--- config.mk ---
export PLATFORM = sky130hd
export DESIGN_NAME = mept_tracker
export DESIGN_NICKNAME = d
export VERILOG_FILES = /design/src/rtl/mept_pkg.sv /design/src/rtl/mept_datapath.sv /design/src/rtl/mept_control.sv /design/src/rtl/mept_tracker.sv
export SDC_FILE = /design/constraint.sdc
export NUM_CORES = 1
export LEC_CHECK = 0
export BUFFER_PORTS_ARGS = -buffer_cell sky130_fd_sc_hd__buf_4
export CORE_AREA = 2 2 120 64
export DETAILED_ROUTE_END_ITERATION = 7
export DIE_AREA = 0 0 122 66
export PLACE_DENSITY = 0.78
export SLEW_MARGIN = 30
export SYNTH_ARGS = -nofsm -noshare
export SYNTH_HDL_FRONTEND = slang
export SYNTH_HIERARCHICAL = 1
export SYNTH_SLANG_ARGS = --single-unit
--- constraint.sdc ---
create_clock -name clk -period 4.35 [get_ports clk]
set_clock_uncertainty 0.15 [all_clocks]
set_input_delay 0.435 -clock clk [delete_from_list [all_inputs] [get_ports clk]]
set_output_delay 0.435 -clock clk [all_outputs]
set_load 0.05 [all_outputs]
--- src/rtl/mept_pkg.sv ---
package mept_pkg;

  typedef enum logic [1:0] {
    ST_IDLE,
    ST_SETTLE,
    ST_MEAS,
    ST_HALT
  } ctlState_t;

  typedef enum logic [1:0] {
    PH_FIRST,
    PH_PROBE,
    PH_CLIMB,
    PH_DESC
  } phase_t;

  typedef struct packed {
    logic loadInit;
    logic stepUp;
    logic stepDown;
    logic stepDownTwo;
    logic storeMin;
    logic settleLoad;
    logic settleTick;
  } dpCmd_t;

endpackage

--- src/rtl/mept_datapath.sv ---
module mept_datapath
  import mept_pkg::*;
#(
  parameter int CODE_W   = 6,
  parameter int ENERGY_W = 16,
  parameter int SETTLE_W = 8
) (
  input  logic                clk,
  input  logic                rstN,
  input  dpCmd_t              cmd,
  input  logic [CODE_W-1:0]   initCode,
  input  logic [CODE_W-1:0]   minCode,
  input  logic [CODE_W-1:0]   maxCode,
  input  logic [SETTLE_W-1:0] settleCycles,
  input  logic [ENERGY_W-1:0] measEnergy,
  output logic [CODE_W-1:0]   refCode,
  output logic                atMax,
  output logic                atMin,
  output logic                nearMin,
  output logic                energyLower,
  output logic                settleDone
);

  localparam logic [CODE_W:0]   ONE_EXT = (CODE_W+1)'(1);
  localparam logic [CODE_W-1:0] TWO     = CODE_W'(2);

  logic [CODE_W-1:0]   refQ;
  logic [CODE_W-1:0]   refD;
  logic [CODE_W-1:0]   initClamped;
  logic [CODE_W:0]     minPlusOne;
  logic [ENERGY_W-1:0] minEnergyQ;
  logic [SETTLE_W-1:0] settleQ;

  always_comb begin
    if (initCode < minCode)      initClamped = minCode;
    else if (initCode > maxCode) initClamped = maxCode;
    else                         initClamped = initCode;
  end

  assign minPlusOne  = {1'b0, minCode} + ONE_EXT;
  assign atMax       = (refQ >= maxCode);
  assign atMin       = (refQ <= minCode);
  assign nearMin     = ({1'b0, refQ} <= minPlusOne);
  assign energyLower = (measEnergy < minEnergyQ);
  assign settleDone  = (settleQ == '0);

  always_comb begin
    refD = refQ;
    if (cmd.loadInit)         refD = initClamped;
    else if (cmd.stepUp)      refD = atMax ? refQ : refQ + CODE_W'(1);
    else if (cmd.stepDown)    refD = atMin ? refQ : refQ - CODE_W'(1);
    else if (cmd.stepDownTwo) refD = nearMin ? minCode : refQ - TWO;
  end

  always_ff @(posedge clk or negedge rstN) begin
    if (!rstN) begin
      refQ       <= '0;
      minEnergyQ <= '1;
      settleQ    <= '0;
    end else begin
      refQ <= refD;
      if (cmd.storeMin) minEnergyQ <= measEnergy;
      if (cmd.settleLoad)                    settleQ <= settleCycles;
      else if (cmd.settleTick && !settleDone) settleQ <= settleQ - SETTLE_W'(1);
    end
  end

  assign refCode = refQ;

endmodule

--- src/rtl/mept_control.sv ---
module mept_control
  import mept_pkg::*;
(
  input  logic   clk,
  input  logic   rstN,
  input  logic   trackStart,
  input  logic   measValid,
  input  logic   atMax,
  input  logic   atMin,
  input  logic   nearMin,
  input  logic   energyLower,
  input  logic   settleDone,
  output dpCmd_t cmd,
  output logic   measReq,
  output logic   locked
);

  ctlState_t stateQ, stateD;
  phase_t    phaseQ, phaseD;

  always_comb begin
    cmd    = '0;
    stateD = stateQ;
    phaseD = phaseQ;
    if (trackStart) begin
      cmd.loadInit   = 1'b1;
      cmd.settleLoad = 1'b1;
      stateD         = ST_SETTLE;
      phaseD         = PH_FIRST;
    end else begin
      unique case (stateQ)
        ST_SETTLE: begin
          if (settleDone) stateD = ST_MEAS;
          else            cmd.settleTick = 1'b1;
        end
        ST_MEAS: begin
          if (measValid) begin
            unique case (phaseQ)
              PH_FIRST: begin
                cmd.storeMin = 1'b1;
                if (!atMax) begin
                  cmd.stepUp = 1'b1; cmd.settleLoad = 1'b1;
                  phaseD = PH_PROBE; stateD = ST_SETTLE;
                end else if (!atMin) begin
                  cmd.stepDown = 1'b1; cmd.settleLoad = 1'b1;
                  phaseD = PH_DESC; stateD = ST_SETTLE;
                end else begin
                  stateD = ST_HALT;
                end
              end
              PH_PROBE: begin
                if (energyLower) begin
                  cmd.storeMin = 1'b1;
                  if (atMax) stateD = ST_HALT;
                  else begin
                    cmd.stepUp = 1'b1; cmd.settleLoad = 1'b1;
                    phaseD = PH_CLIMB; stateD = ST_SETTLE;
                  end
                end else begin
                  cmd.stepDownTwo = 1'b1;
                  if (nearMin) stateD = ST_HALT;
                  else begin
                    cmd.settleLoad = 1'b1;
                    phaseD = PH_DESC; stateD = ST_SETTLE;
                  end
                end
              end
              PH_CLIMB: begin
                if (energyLower) begin
                  cmd.storeMin = 1'b1;
                  if (atMax) stateD = ST_HALT;
                  else begin
                    cmd.stepUp = 1'b1; cmd.settleLoad = 1'b1;
                    stateD = ST_SETTLE;
                  end
                end else begin
                  cmd.stepDown = 1'b1;
                  stateD = ST_HALT;
                end
              end
              default: begin
                if (energyLower) begin
                  cmd.storeMin = 1'b1;
                  if (atMin) stateD = ST_HALT;
                  else begin
                    cmd.stepDown = 1'b1; cmd.settleLoad = 1'b1;
                    stateD = ST_SETTLE;
                  end
                end else begin
                  cmd.stepUp = 1'b1;
                  stateD = ST_HALT;
                end
              end
            endcase
          end
        end
        default: ;
      endcase
    end
  end

  always_ff @(posedge clk or negedge rstN) begin
    if (!rstN) begin
      stateQ <= ST_IDLE;
      phaseQ <= PH_FIRST;
    end else begin
      stateQ <= stateD;
      phaseQ <= phaseD;
    end
  end

  assign measReq = (stateQ == ST_MEAS);
  assign locked  = (stateQ == ST_HALT);

endmodule

--- src/rtl/mept_tracker.sv ---
module mept_tracker
  import mept_pkg::*;
#(
  parameter int CODE_W   = 6,
  parameter int ENERGY_W = 16,
  parameter int SETTLE_W = 8
) (
  input  logic                clk,
  input  logic                rstN,
  input  logic                trackStart,
  input  logic [CODE_W-1:0]   initCode,
  input  logic [CODE_W-1:0]   minCode,
  input  logic [CODE_W-1:0]   maxCode,
  input  logic [SETTLE_W-1:0] settleCycles,
  input  logic                measValid,
  input  logic [ENERGY_W-1:0] measEnergy,
  output logic                measReq,
  output logic [CODE_W-1:0]   refCode,
  output logic                locked
);

  dpCmd_t cmd;
  logic   atMax, atMin, nearMin, energyLower, settleDone;

  mept_control u_control (
    .clk(clk), .rstN(rstN), .trackStart(trackStart), .measValid(measValid),
    .atMax(atMax), .atMin(atMin), .nearMin(nearMin), .energyLower(energyLower),
    .settleDone(settleDone), .cmd(cmd), .measReq(measReq), .locked(locked)
  );

  mept_datapath #(.CODE_W(CODE_W), .ENERGY_W(ENERGY_W), .SETTLE_W(SETTLE_W)) u_datapath (
    .clk(clk), .rstN(rstN), .cmd(cmd), .initCode(initCode), .minCode(minCode),
    .maxCode(maxCode), .settleCycles(settleCycles), .measEnergy(measEnergy),
    .refCode(refCode), .atMax(atMax), .atMin(atMin), .nearMin(nearMin),
    .energyLower(energyLower), .settleDone(settleDone)
  );

endmodule

# After elaboration in Yosys (flattened, before gate mapping)
# Index checks and enable logic that the tools add are counted.
[op_classes]
magnitude_cmp = 6
mux = 56
bitwise_logic = 0
n_shift = 0
multipliers = 0
n_addsub = 5
reduce_logical = 14
div_mod_pow = 0
n_eq_ne = 12
[op_table]
columns = ["operator", "count"]
rows = [
  ["6-bit 2-to-1 mux", 9],
  ["2-bit 2-to-1 mux", 20],
  ["16-bit less-than comparator", 1],
  ["1-bit 2-to-1 mux", 16],
  ["8-bit 2-to-1 mux", 2],
  ["4-bit != test (second input constant)", 4],
  ["2-bit case mux with 3 select lines", 2],
  ["5-bit 2-to-1 mux", 2],
  ["8-bit zero test", 1],
  ["2-bit case mux with 2 select lines", 2],
  ["8-bit by 1-bit subtractor with 8-bit output (second input constant)", 1],
  ["6-bit by 1-bit adder with 7-bit output (second input constant)", 1],
  ["6-bit by 7-bit <= comparator with 1-bit output", 1],
  ["6-bit by 1-bit adder with 6-bit output (second input constant)", 1],
  ["2-bit equality test (second input constant)", 3],
  ["6-bit greater-or-equal comparator", 1],
  ["6-bit greater-than comparator", 1],
  ["6-bit <= comparator", 1],
  ["6-bit less-than comparator", 1],
  ["3-bit != test (second input constant)", 2],
  ["3-bit AND reduction", 2],
  ["6-bit AND reduction", 1],
  ["2-bit nonzero test", 3],
  ["3-bit nonzero test", 2],
  ["12 further kinds", 13],
]
[word_totals]
ram_bits = 0
mem_bits_ro = 0
latchBits = 0
mem_count = 0
input_bits = 46
out_inout_bits = 8
regBits = 34
word_cells = 98

# Longest topological paths before layout
# Gate-level depths: netlist of run 1.
[logic_depth]
depth_word = 12
mapped_depth = 19
depth_no_buf = 17

# Hierarchy
# The synthesis of run 1 kept the hierarchy.
[by_module_without_submodules]
columns = ["module", "area_each_um2", "cells_each", "instances", "seq_area_each_um2"]
rows = [
  ["mept_datapath", 3085.5, 358, 1, 770.7],
  ["mept_control", 513.0, 61, 1, 100.1],
]

# Worst setup path after synthesis of run 1
# Ideal clock, no wire load.
[synth_path]
path_kind = "register -> register"
startpoint = "reg u_datapath.refQ[0], in the netlist u_datapath/refCode[0]"
endpoint = "reg u_datapath.refQ[3], in the netlist u_datapath/refCode[3]"
path_slack_ns = 0.585
path_stages_with_launch = 17
required_time_ns = 4.113
t_arrival_ns = 3.528
setup_time_ns = 0.087
path_buffers = 0
period_less_slack_ns = 3.765
path_cell_list = "dfrtp_1 inv_1 ha_1 nand2b_1 a21o_1 a21oi_1 o21ai_0 mux2i_1 nor3_1 a31oi_1 nor2_1 nor2b_1 nand3_1 a21o_1 a21oi_1 a221oi_2 o211ai_1"
[synth_rtl]
columns = ["element", "line_no", "text"]
rows = [
  ["start, declared", "mept_datapath.sv:27", "logic [CODE_W-1:0] refQ;"],
  ["start signal, assigned", "mept_datapath.sv:61", "refQ <= refD;"],
]

==> key figures, run 1 <==
Setup path
  – CP Launch Type: flop
  – Worst Path Arrival: 4.12 ns
  – Crit end category: flop
  – Worst r2r path cells: 18
  – Worst R2R End: u_datapath/refCode[3]
  – Crit-path max FO: 8
  – R2R Path Start: u_datapath/minEnergyQ[9]
  – Crit path required time: 4.39 ns
  – Register-to-register setup slack: 0.27 ns
  – Setup crit end: u_datapath/refCode[3]
  – Setup CP Type: flop to flop
  – Setup crit start: u_datapath/minEnergyQ[9]

Clock tree
  – Clock sinks: 34
  – Worst-path clk slew: 0.05 ns
  – CTS buffer count: 5
  – CTS max path bufs: 2
  – Htree depth: 2
  – Post-CTS Setup Bufs: 0
  – CTS tree: built
  – Clk_lat worst skew: 0.28 ns
  – Root Buffer: clkbuf_16

Power
  – Worst VDD drop: 0.000142 V
  – Leakage: 2.13 nW
  – Power per cell area: 318 nW/um^2

Final layout
  – Layout cells sized above 1: 22.0%
  – Nets: 585
  – Synthesis-to-finish area growth: 19.9%
  – FILL cells: 612
  – Area of the multi-input gates: 2520 um^2
  – Sequential Area: 871 um^2
  – ANT cells: 0
  – Cell area after layout: 4310 um^2

Synth
  – Most common cell in the netlist: ha_1
  – EDFF count, synth: 0
  – Ys async rst share: 100%
  – Top-area cell type share of the netlist area: 20.5%
  – Netlist cell types: 57
  – Synth warn: 6
  – Primary FF master, synth: dfrtp_1
  – Ranking of synthesized cells by area: ha_1, dfrtp_1, dfstp_2, inv_1, a21o_1
  – #FFs+latches synth: 34
  – Synth area leader: ha_1
  – Register area share after synthesis: 24.2%
  – Syn Nets: 524
  – Cell count after synthesis: 419
  – Post-synthesis area per instance: 8.59 um^2
  – Top cells by count, synth: ha_1, inv_1, nand2_1
  – Synthesized area: 3600 um^2

Timing
  – Fmax: 0.245 GHz
  – Crit share post-route: 93.8%
  – Slew HR: 51.5%
  – Final hold vios: 0
  – Post-route setup TNS: 0 ns
  – Slew @ Worst Pin: 0.719 ns
  – Setup violations, final: 0
  – Final worst path period need: 4.08 ns
  – Slew Limit Fails: 0
  – RSZ-0062 raised after global routing: false

GRT
  – First-pass GRT wire length: 15700 um
  – Largest net degree at the start of global routing: 35
  – Initial antenna violation count: 0
  – Grt ovf: 0
  – Vias in the first global route: 3092
  – All-Layer GR Usage: 25.6%

Die
  – # rows: 22
  – I/O Pins: 54
  – Area of the core: 7020 um^2
  – Die height: 66 um
  – Starting density of the core: 51.3%
  – Die Area: 8050 um^2
  – Die width: 122 um

Placed design
  – # port buffers: 53
  – Dpl hpwl: 7740 um
  – DP Area: 4140 um^2
  – Routability Congestion: 1.08

Route
  – Iter 0 DRT Violations: 400
  – Number of routed nets with antenna violations: 0
  – Vias per cell: 5.86
  – DR WL/cell: 16.8 um
  – DRC Markers: 0
  – WL final: 9720 um
  – Drt pass-1 iters: 5
  – Via count: 3379

Job
  – Max_cap viols: 0

Worst hold path
  – Worst hold path class: primary input to flop

Outcome
  – Status: completed
-- final cells by class --
cell class | count | share of cell area [%]
inverter | 44 | 3.83
timing repair buffer | 63 | 11.0
clock buffer | 8 | 3.86
tap | 96 | 2.78
multi-input combinational | 332 | 58.3
sequential | 34 | 20.2
-- cells by family after synthesis --
group           share of synthesized area [%]
compound gates                           24.5
xor+xnor                                 4.14
fa+ha+maj                                20.5
buf+inv                                  5.88
flops                                    24.2
mux                                      3.23
simple gates                             17.5
-- per-layer routing --
layer,GRT usage (%),share of wire [%]
met4,4.60,0.56
met2,33.3,38
met5,0,0
met3,10.2,12
met1,39.0,50
-- what timing repair did --
item                                   in CTS  in global routing
hold buffers                                1                  0
endpoints found under the hold margin      18                  0
resized for setup                           0                  0
-- worst max-delay path, cell delays in order, from the launching register on --
cell      delay, ns
dfstp_2        0.51
inv_1          0.04
ha_1           0.30
a21o_1         0.17
a21o_1         0.17
a21oi_1        0.24
o211ai_1       0.15
a211oi_1       0.22
buf_4          0.19
mux2i_1        0.08
nor3_1         0.13
a31oi_1        0.06
nor2_1         0.40
nor2b_1        0.46
nand3_1        0.14
a21o_1         0.19
a21oi_1        0.16
a221oi_2       0.05
o211ai_1       0.18
-- layout by cell type (no fill, tap or decap), types with 10 or more instances in the layout --
cell type   n
buf_4      62
ha_1       59
inv_1      44
nand2_1    37
o21ai_0    31
a21o_1     21
a21oi_1    20
nand3_1    19
dfrtp_1    18
nor2_1     16
dfstp_2    16
xnor2_1    12
nor3_1     10
-- state kept, by name (all words and copies together), names as in the netlist --
signal and cells:
u_control/phaseQ 2, u_control/stateQ 2, u_datapath/minEnergyQ 16, u_datapath/refCode 6
u_datapath/settleQ 8
-- through the flow --
stage / instances / hold slack [ns] / setup slack, ns / total power, mW / utilization (%)
3_3_place_gp: 568 / 0.262 / 0.536 / 0.950 / 58.9
4_1_cts: 577 / 0.204 / 0.411 / 1.37 / 61.5
5_1_grt: 577 / 0.219 / 0.0752 / 1.45 / 61.5
2_1_floorplan: 419 / -0.0106 / 0.585 / 0.772 / -
3_5_place_dp: 568 / 0.262 / 0.392 / 0.966 / 58.9
6_report: 577 / 0.207 / 0.269 / 1.37 / 61.5
-- power breakdown --
part | internal (mW) | total (mW) | switching [mW]
combinational | 0.239 | 0.585 | 0.346
clock | 0.259 | 0.395 | 0.136
sequential | 0.352 | 0.393 | 0.0403
total | 0.851 | 1.37 | 0.523
-- how the worst min path moves through the flow --
stage	start	to	slack, ns	depth (start not counted)
final	settleCycles[0]	u_datapath/settleQ[0]	0.21	3
after global routing	settleCycles[2]	u_datapath/settleQ[2]	0.22	3
after CTS	settleCycles[0]	u_datapath/settleQ[0]	0.20	3
after detailed placement	rstN	u_datapath/settleQ[2]	0.26	1
after global placement	rstN	u_datapath/settleQ[2]	0.26	1
after floorplan	rstN	u_control/phaseQ[0]	-0.01	0
No activity file was read; power rests on OpenSTA's default activity.
==> run 2: changes to the inputs <==
RECOVER_POWER = 50   (was unset)
==> run 2 against run 1 <==
Compared with the run above: the run now ends with capacitance limit, slew limit left; cell area is 0.44% lower; critical path depth is 1 lower; combinational power is 0.9% lower; total power is 0.39% lower; hold slack hardly changed; global-route usage stayed put; count of clock-buffer cells in the layout stayed put; largest cell class unchanged; largest power group unchanged.
==> key figures, run 2 (synthesis gave the netlist of run 1 again) <==
Route
  – Iter 0 DRT Violations: 318
  – DR WL/cell: 16.7 um
  – Drt pass-1 iters: 5
  – Number of routed nets with antenna violations: 0
  – Via count: 3359
  – Vias per cell: 5.82
  – DRC Markers: 0
  – WL final: 9650 um

GRT
  – Vias in the first global route: 3092
  – All-Layer GR Usage: 25.6%
  – Grt ovf: 0
  – Largest net degree at the start of global routing: 35
  – Initial antenna violation count: 0
  – First-pass GRT wire length: 15700 um

Timing
  – Fmax: 0.245 GHz
  – Crit share post-route: 93.8%
  – Slew @ Worst Pin: 1.83 ns
  – Final hold vios: 0
  – Setup violations, final: 0
  – Slew Limit Fails: 35
  – Post-route setup TNS: 0 ns
  – Slew HR: -22.2%
  – Final worst path period need: 4.08 ns
  – RSZ-0062 raised after global routing: false

Final layout
  – ANT cells: 0
  – Sequential Area: 871 um^2
  – Largest Register: u_datapath/minEnergyQ
  – FILL cells: 621
  – Most common cell after layout, fill and taps aside: ha_1
  – Most frequent cells in the layout: ha_1, buf_4, inv_1, nand2_1, o21ai_0
  – Area of the multi-input gates: 2520 um^2
  – Layout cells sized above 1: 21.0%
  – Synthesis-to-finish area growth: 19.4%
  – Max reg flops: 16
  – Nets: 585

Setup path
  – Slowest stage delay, CP: 0.51 ns
  – Setup CP Type: flop to flop
  – Worst Path Arrival: 4.08 ns
  – Crit-path cells: inv_1, ha_1, a21o_1, a21o_1, a21oi_1, o211ai_1, a211oi_1, buf_4, mux2i_1, nor3_1, a31oi_1, nor2_1, inv_1, a2111oi_4, o21ai_4, o221ai_1, o211ai_1
  – Highest-delay cell along the critical path: dfstp_2
  – Crit end category: flop
  – Crit path required time: 4.35 ns
  – CP Launch Type: flop
  – Register-to-register setup slack: 0.27 ns
  – Crit-path max FO: 8

Die
  – Die Area: 8050 um^2
  – Area of the core: 7020 um^2
  – I/O Pins: 54
  – Die height: 66 um
  – Starting density of the core: 51.3%
  – Die width: 122 um
  – # rows: 22

Power
  – Leakage: 2.11 nW
  – Worst VDD drop: 0.000142 V
  – Power per cell area: 318 nW/um^2
  – Total Power: 1.37 mW

Placed design
  – # port buffers: 53
  – Routability Congestion: 1.08
  – Dpl hpwl: 7740 um

Clock tree
  – CTS max path bufs: 2
  – CTS buffer count: 5
  – Post-CTS Resized: 0
  – Worst-path clk slew: 0.06 ns
  – CTS Hold Bufs: 1
  – Htree depth: 2
  – Clock sinks: 34
  – CTS tree: built
  – Clk_lat worst skew: 0.28 ns
  – Root Buffer: clkbuf_16
  – Post-CTS Setup Bufs: 0

Outcome
  – Status: complete, but fails checks
  – Failing checks: capacitance limit, slew limit

Job
  – Max_cap viols: 1

Worst hold path
  – Worst hold path class: primary input to flop
-- run 2: cell types whose count changed in the layout (fill, tap and decap cells not counted) --
| cell | change |
|---|---|
| clkbuf_1 | +5 |
| buf_4 | -5 |
-- run 2: critical path, delay by kind of cell, from the launching register on --
family	cells	cell delay [ns]
compound gates	10	1.97
simple gates	2	0.54
flops	1	0.51
buf+inv	3	0.38
fa+ha+maj	1	0.30
mux	1	0.08
-- run 2: metrics by stage --
stage | setup slack [ns] | instance area, um^2 | utilization [%] | cells | hold slack, ns
after global routing | 0.0752 | 4300 | 61.2 | 577 | 0.219
after CTS | 0.411 | 4310 | 61.5 | 577 | 0.204
after global placement | 0.536 | 4140 | 58.9 | 568 | 0.262
final | 0.270 | 4300 | 61.2 | 577 | 0.206
after detailed placement | 0.392 | 4140 | 58.9 | 568 | 0.262
after floorplan | 0.585 | 3600 | - | 419 | -0.0106
-- run 2: layout make-up --
| type | count | share of cell area (%) |
|---|---|---|
| multi-input cells | 332 | 58.6 |
| inverters | 44 | 3.85 |
| repair buffers | 63 | 10.6 |
| clock buffers | 8 | 3.87 |
| flip-flops and latches | 34 | 20.3 |
| well taps | 96 | 2.80 |
-- run 2: per-layer routing --
| layer | share of wire [%] | wire length, um | vias up | track usage [%] |
|---|---|---|---|---|
| li1 | - | - | 1639 | - |
| met1 | 50 | 4820 | 1559 | 39.0 |
| met2 | 37 | 3590 | 149 | 33.3 |
| met3 | 12 | 1170 | 12 | 10.2 |
| met4 | 0.78 | 75 | 0 | 4.60 |
| met5 | 0 | 0 | - | 0 |
-- run 2: where the power goes --
part | leakage, nW | internal (mW) | switching [mW] | total, mW
combinational | 1.64 | 0.233 | 0.347 | 0.580
sequential | 0.386 | 0.352 | 0.0405 | 0.393
clock | 0.0832 | 0.259 | 0.136 | 0.395
-- run 2: path summary, 6_finish.rpt --
| path | from | to | cells past startpoint |
|---|---|---|---|
| min | settleCycles[0] | u_datapath/settleQ[0] | 3 |
| max in group asynchronous | rstN | u_datapath/refCode[2] | 2 |
| min in group asynchronous | rstN | u_datapath/settleQ[2] | 2 |
| max reg2reg | u_datapath/minEnergyQ[9] | u_datapath/refCode[4] | 17 |
| min reg2reg | u_datapath/minEnergyQ[5] | u_datapath/minEnergyQ[5] | 2 |
| max | u_datapath/minEnergyQ[9] | u_datapath/refCode[4] | 17 |
